### src/rtl/bbx_pkg.sv
package bbx_pkg;
  typedef enum logic [1:0] {
    ACC_FETCH = 2'd0,
    ACC_LOAD  = 2'd1,
    ACC_STORE = 2'd2,
    ACC_DATA  = 2'd3
  } acc_e;

  typedef enum logic [1:0] {
    SEG_USER   = 2'd0,
    SEG_KCACHE = 2'd1,
    SEG_KUNCA  = 2'd2,
    SEG_KHIGH  = 2'd3
  } seg_e;

  localparam int NUM_RELOC = 4;
  localparam int SEL_IBASE  = 0;
  localparam int SEL_IBOUND = 1;
  localparam int SEL_DBASE  = 2;
  localparam int SEL_DBOUND = 3;
endpackage

### src/rtl/bbx_regs.sv
module bbx_regs #(
  parameter int W = 32
) (
  input  logic         clk,
  input  logic         rst_n,
  input  logic         we,
  input  logic [1:0]   sel,
  input  logic [W-1:0] wdata,
  output logic [W-1:0] ibase,
  output logic [W-1:0] ibound,
  output logic [W-1:0] dbase,
  output logic [W-1:0] dbound
);
  import bbx_pkg::*;

  logic [W-1:0] regs [NUM_RELOC];

  for (genvar i = 0; i < NUM_RELOC; i++) begin : g_reg
    always_ff @(posedge clk) begin
      if (!rst_n)
        regs[i] <= '0;
      else if (we && (sel == 2'(i)))
        regs[i] <= wdata;
    end
  end

  assign ibase  = regs[SEL_IBASE];
  assign ibound = regs[SEL_IBOUND];
  assign dbase  = regs[SEL_DBASE];
  assign dbound = regs[SEL_DBOUND];
endmodule

### src/rtl/bbx_seg_decode.sv
module bbx_seg_decode #(
  parameter int W = 32
) (
  input  logic [W-1:0]   va,
  output bbx_pkg::seg_e  seg,
  output logic [W-1:0]   kpa
);
  import bbx_pkg::*;

  localparam int SEG_BITS = 3;
  localparam int LOW_W    = W - SEG_BITS;

  logic [SEG_BITS-1:0] top;
  assign top = va[W-1 -: SEG_BITS];

  always_comb begin
    if (!top[2])         seg = SEG_USER;
    else if (top[1])     seg = SEG_KHIGH;
    else if (top[0])     seg = SEG_KUNCA;
    else                 seg = SEG_KCACHE;
  end

  assign kpa = {{SEG_BITS{1'b0}}, va[LOW_W-1:0]};
endmodule

### src/rtl/bbx_relocate.sv
module bbx_relocate #(
  parameter int W = 32
) (
  input  logic [W-1:0] va,
  input  logic         fetch,
  input  logic [W-1:0] ibase,
  input  logic [W-1:0] ibound,
  input  logic [W-1:0] dbase,
  input  logic [W-1:0] dbound,
  output logic [W-1:0] pa,
  output logic         in_bounds
);
  logic [W-1:0] base, bound;

  assign base      = fetch ? ibase  : dbase;
  assign bound     = fetch ? ibound : dbound;
  assign in_bounds = (va <= bound);
  assign pa        = va + base;
endmodule

### src/rtl/bbx_xlate.sv
module bbx_xlate #(
  parameter int ADDR_W = 32
) (
  input  logic              clk,
  input  logic              rst_n,
  input  logic              req_valid,
  output logic              req_ready,
  input  logic [ADDR_W-1:0] req_va,
  input  logic [1:0]        req_acc,
  input  logic              req_user,
  output logic              rsp_valid,
  input  logic              rsp_ready,
  output logic [ADDR_W-1:0] rsp_pa,
  output logic              rsp_cached,
  output logic              rsp_err,
  output logic [ADDR_W-1:0] rsp_badva,
  input  logic              cfg_we,
  input  logic [1:0]        cfg_sel,
  input  logic [ADDR_W-1:0] cfg_wdata
);
  import bbx_pkg::*;

  logic [ADDR_W-1:0] ibase, ibound, dbase, dbound;
  logic [ADDR_W-1:0] user_pa, kern_pa;
  logic              in_bounds, fetch;
  seg_e              seg;

  logic [ADDR_W-1:0] nx_pa;
  logic              nx_cached, nx_err;

  bbx_regs #(.W(ADDR_W)) u_regs (
    .clk(clk), .rst_n(rst_n), .we(cfg_we), .sel(cfg_sel), .wdata(cfg_wdata),
    .ibase(ibase), .ibound(ibound), .dbase(dbase), .dbound(dbound)
  );

  bbx_seg_decode #(.W(ADDR_W)) u_seg (
    .va(req_va), .seg(seg), .kpa(kern_pa)
  );

  assign fetch = (acc_e'(req_acc) == ACC_FETCH);

  bbx_relocate #(.W(ADDR_W)) u_rel (
    .va(req_va), .fetch(fetch),
    .ibase(ibase), .ibound(ibound), .dbase(dbase), .dbound(dbound),
    .pa(user_pa), .in_bounds(in_bounds)
  );

  always_comb begin
    nx_err    = 1'b0;
    nx_cached = 1'b1;
    nx_pa     = '0;
    unique case (seg)
      SEG_USER: begin
        nx_err = !in_bounds;
        nx_pa  = user_pa;
      end
      SEG_KCACHE: begin
        nx_err = req_user;
        nx_pa  = kern_pa;
      end
      SEG_KUNCA: begin
        nx_err    = req_user;
        nx_pa     = kern_pa;
        nx_cached = 1'b0;
      end
      default: begin
        nx_err = req_user;
        nx_pa  = req_va;
      end
    endcase
    if (nx_err) begin
      nx_pa     = '0;
      nx_cached = 1'b0;
    end
  end

  assign req_ready = !rsp_valid || rsp_ready;

  always_ff @(posedge clk) begin
    if (!rst_n) begin
      rsp_valid  <= 1'b0;
      rsp_pa     <= '0;
      rsp_cached <= 1'b0;
      rsp_err    <= 1'b0;
      rsp_badva  <= '0;
    end else if (req_valid && req_ready) begin
      rsp_valid  <= 1'b1;
      rsp_pa     <= nx_pa;
      rsp_cached <= nx_cached;
      rsp_err    <= nx_err;
      rsp_badva  <= nx_err ? req_va : '0;
    end else if (rsp_ready) begin
      rsp_valid  <= 1'b0;
    end
  end
endmodule

### config.mk
export PLATFORM = sky130hd
export DESIGN_NAME = bbx_xlate
export DESIGN_NICKNAME = d
export VERILOG_FILES = /design/src/rtl/bbx_pkg.sv /design/src/rtl/bbx_regs.sv /design/src/rtl/bbx_seg_decode.sv /design/src/rtl/bbx_relocate.sv /design/src/rtl/bbx_xlate.sv
export SDC_FILE = /design/constraint.sdc
export NUM_CORES = 1
export LEC_CHECK = 0
export BUFFER_PORTS_ARGS = -buffer_cell sky130_fd_sc_hd__buf_2
export CAP_MARGIN = 10
export CORE_ASPECT_RATIO = 0.9
export CORE_MARGIN = 10
export CORE_UTILIZATION = 60
export CTS_BUF_LIST = sky130_fd_sc_hd__clkbuf_8
export CTS_CLUSTER_SIZE = 25
export DETAILED_ROUTE_END_ITERATION = 10
export HOLD_SLACK_MARGIN = 0.1
export PLACE_DENSITY = 0.85
export SLEW_MARGIN = 20
export SYNTH_ARGS = -nofsm -noshare
export SYNTH_HDL_FRONTEND = slang
export SYNTH_HIERARCHICAL = 1
export SYNTH_SLANG_ARGS = --single-unit
### constraint.sdc
create_clock -name clk -period 5.15 [get_ports clk]
set_input_delay 0.7725 -clock clk [delete_from_list [all_inputs] [get_ports clk]]
set_output_delay 0.7725 -clock clk [all_outputs]
set_load 0.01 [all_outputs]
==> results of run 1 <==
==> cell usage after synthesis, drive strengths merged, types with 3 or more instances <==
library cell / n / area, µm²
and2: 130 / 814.5
edfxtp: 128 / 3844
o21ai: 87 / 439.2
a21oi: 70 / 354.1
dfxtp: 67 / 1341
ha: 66 / 825.8
buf: 57 / 483.0
clkbuf: 51 / 192.7
nand2: 51 / 191.4
a21o: 36 / 270.3
a22oi: 34 / 255.2
a32o: 32 / 357.8
mux2: 32 / 360.4
mux2i: 32 / 320.3
o2111ai: 32 / 280.3
nor2: 18 / 67.56
xnor2: 16 / 140.1
nand4: 13 / 81.33
xor2: 13 / 113.9
inv: 11 / 41.29
nand3: 9 / 45.04
nor3: 8 / 40.04
nor2b: 6 / 37.54
a211oi: 5 / 42.54
a31oi: 5 / 37.53
o211ai: 5 / 37.54
nor4: 4 / 25.02
o21a: 4 / 30.03
a211o: 3 / 26.28
a21boi: 3 / 22.52
and3: 3 / 20.02
==> tightest hold or removal path: stages (launching register included) <==
cell and delay, ps:
dfxtp_1 320, o21ai_0 60, a21oi_1 60
==> logic make-up (layout without fill, tap and decap cells) <==
| group | after synthesis | count (layout) |
|---|---|---|
| AO/OA/AOI/OAI | 327 | 327 |
| AND/OR/NAND/NOR | 254 | 254 |
| flip-flops | 195 | 195 |
| buffers and inverters | 119 | 197 |
| adder cells (fa/ha/maj) | 67 | 67 |
| multiplexers | 64 | 64 |
| XOR/XNOR | 29 | 29 |
| other | 1 | 9 |
==> per-stage QoR <==
stage / instance area [µm²] / power, mW / setup slack, ps / hold WS (ps)
after floorplan: 11420 / 2.448 / 755.6 / 494.8
after global placement: 11890 / 2.640 / 722.4 / 454.7
after detailed placement: 11900 / 2.666 / 681.1 / 463.5
after CTS: 12310 / 3.704 / 1183 / 475.5
after global routing: 12310 / 3.870 / 885.7 / 500.5
final: 12320 / 3.713 / 1049 / 472.4
==> metal layers <==
| metal | part of all wire, % | vias to the layer above | GRT usage, % |
|---|---|---|---|
| met1 | 44 | 4145 | 31.65 |
| li1 | - | 4077 | - |
| met4 | 1.5 | 0 | 6.491 |
| met3 | 10 | 38 | 5.075 |
| met5 | 0 | - | 0 |
| met2 | 44 | 418 | 33.86 |
==> worst paths after layout <==
path                                    from                        end  slack, ps  cells after the start
min reg2reg        rsp_badva[5]$_SDFFE_PN0P_  rsp_badva[5]$_SDFFE_PN0P_        470                      2
max                               req_acc[1]     rsp_pa[6]$_SDFFE_PN0P_       1050                     16
max reg2reg  u_regs/regs[2][0]$_SDFFCE_PN0P_    rsp_pa[26]$_SDFFE_PN0P_       1580                     13
min                rsp_badva[5]$_SDFFE_PN0P_  rsp_badva[5]$_SDFFE_PN0P_        470                      2
==> power groups by stage <==
| stage | clock network (mW) | registers, mW | logic [mW] |
|---|---|---|---|
| 6_report | 1.06 | 1.81 | 0.850 |
| 5_1_grt | 1.13 | 1.82 | 0.925 |
| 4_1_cts | 1.06 | 1.81 | 0.833 |
| 3_5_place_dp | 0 | 1.84 | 0.824 |
| 3_3_place_gp | 0 | 1.84 | 0.803 |
| 2_1_floorplan | 0 | 1.85 | 0.599 |
==> flip-flops by register name, indices dropped and copies added (netlist names) <==
signal,flops
u_regs/regs,128
rsp_cached,1
rsp_pa,32
rsp_err,1
rsp_badva,32
rsp_valid,1
==> area by class of cell <==
type	instances	area (µm²)	area share, %
diodes	6	15.01	0.1218
clock buffers	17	234.0	1.898
clock inverters	14	176.4	1.431
inverters	11	41.29	0.3350
multi-input cells	744	5555	45.08
flip-flops and latches	195	5185	42.07
well taps	245	306.5	2.487
repair buffers	155	810.8	6.579
==> metrics.yaml, run 1 <==
io_pins: 142
switching_share_pct: 30.05
async_flop_share_pct: 0
ir_drop_mv: 0.1753
fin_setup_tns_ps: 0
drcViolationCount: 0
overflow: 0
final_util_pct: 66.53
start_util_pct: 61.61
crit_family: "compound AO/OA/AOI/OAI gates"
slew_headroom_pct: 30.03
clock_latency_ps: 470
track_usage_pct: 22.42
worst_setup_path_start_kind: "primary input"
grt_pass1_wl_mm: 44.44
cts_inserted_buffers: 17
synth_seq_cells: 195
clock_sinks: 195
die_x_um: 165.4
die-area_um2: 24940
synth.distinct_cells: 65
cp-end-kind: "flop"
grt_pass1_vias: 8138
port_buffers: 141
nets: 1265
ys_warn_count: 6
rsz0062_at_grt: "false"
antenna_found_initial: 6
internal-power_mw: 2.598
rows: 47
coreArea_um2: 18520
path_class: "primary input to flop"
synth-adder-area-share_pct: 7.411
clk_pin_slew_ps: 100
vias: 8678
worstPathRequired_ps: 5560
crit_chain: "buf_2 > nor2_4 > buf_4 > mux2i_1 > ha_1 > a21o_1 > a21o_1 > a21oi_1 > o21ai_0 > a21oi_1 > a31oi_1 > a31oi_1 > nand2_1 > a2111oi_4 > buf_4 > a32o_2"
cts_tree: "done"
comb_power_share_pct: 22.9
synth_top_family_by_area: "compound AO/OA/AOI/OAI gates"
path_max_fanout: 37
yosys.area_share.simple_pct: 12.66
ys_seq_area_share_pct: 45.43
power_density_nw_per_um2: 301.3
slowest_stage: "buf_4"
max_clock_freq_ghz: 0.2438
clock_tree.root_cell: "clkbuf_8"
p_leak_nw: 5.145
htreeDepth: 4
num-fill-cells: 1422
p_clk_share_pct: 28.4
hold_class: "flop to flop"
cp_num_buf_inv: 3
clockBufferDepth: 2
dr.pass1.iters: 5
muxShareOfSynthArea_pct: 5.964
ant_nets: 0
grt_max_degree: 65
synth_xor_area_share_pct: 2.226
gp_congestion: 0.9606
first_iter_violations: 1116
ys_dominant_reg_cell: "edfxtp_1"
final_cells: 1387
layout_commonest_cell: "buf_2"
outcome: "completed"
final_cell_mix: "141 x buf_2, 129 x and2_1, 128 x edfxtp_1"
post-route-min-period_ps: 4101
cap_violations: 0
hold_buffers: 0
routed_wl_mm: 28.82
postCtsSetupBuffers: 0
max_stage_delay_ps: 500
drive_gt1_share_pct: 24.21
placedCellCount: 1350
syn_to_final_growth_pct: 7.992
cts_resized: 0
syn_inst: 1056
syn_area_per_cell_um2: 10.81
setup_viol: 0
cp.arrival_ps: 4510
post-dp-hpwl_mm: 20.22
worst_slew_pin_slew_ps: 1047
pwr-share-seq_pct: 48.7
routedWlPerCell_um: 20.78
synth_edf_count: 128
via_per_inst: 6.257
synth-compound-area-share_pct: 19.99
syn_area_um2: 11410
die_h_um: 150.8
drv_slew: 0
hold_viol: 0
fin_skew_ps: 15.36
period_share_pct: 79.63
power_switching_mw: 1.116
Note: power is estimated with default switching activity, not from simulation.
==> run 2, diff against run 1 <==
--- a/config.mk
+++ b/config.mk
@@ -9,12 +9,12 @@
 export CAP_MARGIN = 10
 export CORE_ASPECT_RATIO = 0.9
 export CORE_MARGIN = 10
-export CORE_UTILIZATION = 60
+export CORE_UTILIZATION = 55
 export CTS_BUF_LIST = sky130_fd_sc_hd__clkbuf_8
 export CTS_CLUSTER_SIZE = 25
 export DETAILED_ROUTE_END_ITERATION = 10
 export HOLD_SLACK_MARGIN = 0.1
-export PLACE_DENSITY = 0.85
+export PLACE_DENSITY = 0.82
 export SLEW_MARGIN = 20
 export SYNTH_ARGS = -nofsm -noshare
 export SYNTH_HDL_FRONTEND = slang
==> constraint.sdc (replaced) <==
create_clock -name clk -period 3.4 [get_ports clk]
set_input_delay 0.51 -clock clk [delete_from_list [all_inputs] [get_ports clk]]
set_output_delay 0.51 -clock clk [all_outputs]
set_load 0.01 [all_outputs]
==> metrics.yaml, run 2 (same netlist as run 1, synthesis figures left out) <==
p_clk_share_pct: 26.0  # -2.4 points
internal-power_mw: 4.062  # +56%
antenna_found_initial: 4  # -2
routedWlPerCell_um: 20.83  # +0.24%
setup_viol: 0  # unchanged
num-fill-cells: 1535  # +7.9%
crit_family: "compound AO/OA/AOI/OAI gates"
fin_setup_tns_ps: 0  # unchanged
worst_setup_path_start_kind: "primary input"
rsz0062_at_grt: "false"
port_buffers: 141  # unchanged
top_regs: "u_regs/regs x128, rsp_badva x32, rsp_pa x32"
fin_ws_ps: 85.33  # -963.8 ps
crit_chain: "buf_2 > nor2_4 > buf_6 > buf_12 > mux2_2 > ha_1 > a21oi_2 > o211ai_1 > a211oi_2 > o31a_1 > nor3_2 > nor4_2 > xnor2_1 > a22oi_1 > o21ai_0 > a32o_2"
layout_commonest_cell: "buf_2"
hold_end: "u_regs/regs[3][13]$_SDFFCE_PN0P_"
die_h_um: 156.7  # +3.9%
clock_latency_ps: 480  # about the same
syn_to_final_growth_pct: 19.30
slowest_stage: "ha_1"
coreArea_um2: 20170  # +8.9%
p_leak_nw: 5.792  # +13%
hold_class: "primary input to flop"
place_ws_ps: -635.2  # -1316 ps
drcViolationCount: 0  # unchanged
switching_share_pct: 31.43  # +1.4 points
slew_headroom_pct: 33.82  # +3.8 points
drv_slew: 0  # unchanged
ant_nets: 0  # unchanged
overflow: 0  # unchanged
first_iter_violations: 1085  # -2.8%
largest_reg_flops: 128  # unchanged
routed_wl_mm: 31.55  # +9.5%
pwr-share-seq_pct: 46.3  # -2.4 points
nets: 1386  # +9.6%
track_usage_pct: 22.60  # +0.18 points
worstHoldStart: "cfg_wdata[13]"
worst_slew_pin_slew_ps: 992.6  # -54.42 ps
clock_sinks: 195  # unchanged
clockBufferDepth: 2  # unchanged
cap_violations: 0  # unchanged
power_switching_mw: 1.862  # +67%
r2r_cells: 12  # -1
power_density_nw_per_um2: 435.1  # +44%
cp.arrival_ps: 3700  # -810 ps
gp_congestion: 0.9224  # -4.0%
cp_num_buf_inv: 3  # unchanged
vias: 9195  # +6.0%
comb_power_share_pct: 27.6  # +4.7 points
holdPathStages: 2  # unchanged
ir_drop_mv: 0.2293  # +31%
rrSetupSlack_ps: 240  # -1340 ps
drive_gt1_share_pct: 33.78  # +9.6 points
dr.pass1.iters: 5  # unchanged
htreeDepth: 4  # unchanged
io_pins: 142  # unchanged
hold_viol: 0  # unchanged
path_class: "primary input to flop"
rows: 49  # +4.3%
grt_max_degree: 65  # unchanged
regMostFlops: "u_regs/regs"
hold_buffers: 0  # unchanged
worstPathRequired_ps: 3780  # -1780 ps
final_cell_mix: "140 x buf_2, 129 x and2_1, 128 x edfxtp_1"
cp-end-kind: "flop"
cts_inserted_buffers: 17  # unchanged
die_x_um: 171.8  # +3.9%
placedCellCount: 1471  # +9.0%
via_per_inst: 6.069  # -3.0%
path_max_fanout: 13  # -65%
grt_pass1_wl_mm: 48.26  # +8.6%
post-dp-hpwl_mm: 22.89  # +13%
worstReg2RegStart: "u_regs/regs[2][2]$_SDFFCE_PN0P_"
max_clock_freq_ghz: 0.3017
post-route-min-period_ps: 3315
final_cells: 1515  # +9.2%
period_share_pct: 97.49
r2r-end: "rsp_pa[28]$_SDFFE_PN0P_"
placed_area_um2: 12890  # +8.3%
outcome: "completed"
start_util_pct: 56.58  # -5.0 points
grt_pass1_vias: 8741  # +7.4%
cts_tree: "done"
fin_skew_ps: 20.99  # +5.625 ps
design_area_um2: 13610  # +10%
die-area_um2: 26920  # +7.9%
clock_tree.root_cell: "clkbuf_8"
max_stage_delay_ps: 370  # -130 ps
clk_pin_slew_ps: 110  # about the same
power_mw: 5.923  # +60%
run 2: cell types whose count changed in the layout (fill, tap and decap cells not counted), sizes merged:
cell    previous run  this run
diode              6         2
clkinv             4         6
inv               17        18
buf              155       274
clkbuf            17        19
bufinv             3         1
run 2: how the worst max path moves through the flow:
stage,startpoint,endpoint,slack [ps],cells after the start
3_5_place_dp,req_acc[1],rsp_pa[31]$_SDFFE_PN0P_,-640,15
6_report,req_acc[1],rsp_pa[25]$_SDFFE_PN0P_,90,16
3_3_place_gp,req_acc[1],rsp_pa[31]$_SDFFE_PN0P_,-600,15
5_1_grt,req_acc[1],rsp_pa[25]$_SDFFE_PN0P_,1,16
4_1_cts,req_acc[1],rsp_pa[27]$_SDFFE_PN0P_,20,18
2_1_floorplan,req_acc[1],rsp_pa[28]$_SDFFE_PN0P_,-150,15
run 2: timing repair:
item	CTS	global route
setup buffers	0	8
pin swaps	0	21
gates cloned	0	2
resized for setup	1	36
endpoints found under the setup margin	2	33
run 2: area by class of cell:
type                       instances  area, µm²  area share, %
tap                              255      319.1          2.344
clock buffer                      17      234.0          1.719
sequential                       195       5185          38.08
clock inverter                    15      168.9          1.241
timing repair buffer             276       1842          13.53
inverter                          11      41.29         0.3033
multi-input combinational        744       5819          42.74
antenna                            2      5.005        0.03676
run 2: power groups by stage:
stage	combinational [mW]	clock, mW	sequential (mW)
final	1.64	1.54	2.74
after global routing	1.77	1.65	2.76
after CTS	1.53	1.56	2.74
after detailed placement	1.52	0	2.80
after global placement	1.48	0	2.79
after floorplan	0.936	0	2.80
run 2: per-layer routing:
| metal | vias up | global-route usage, % | wire, µm |
|---|---|---|---|
| li1 | 4328 | - | - |
| met1 | 4393 | 32.36 | 14140 |
| met2 | 436 | 33.93 | 13980 |
| met3 | 34 | 5.156 | 3125 |
| met4 | 4 | 5.250 | 274 |
| met5 | - | 0 | 27 |
run 2: through the flow:
stage,hold WS (ps),utilization [%]
global route,319.0,67.47
global placement,454.7,63.90
CTS,324.8,65.90
floorplan,494.8,-
finish,333.4,67.50
detailed placement,463.9,63.90
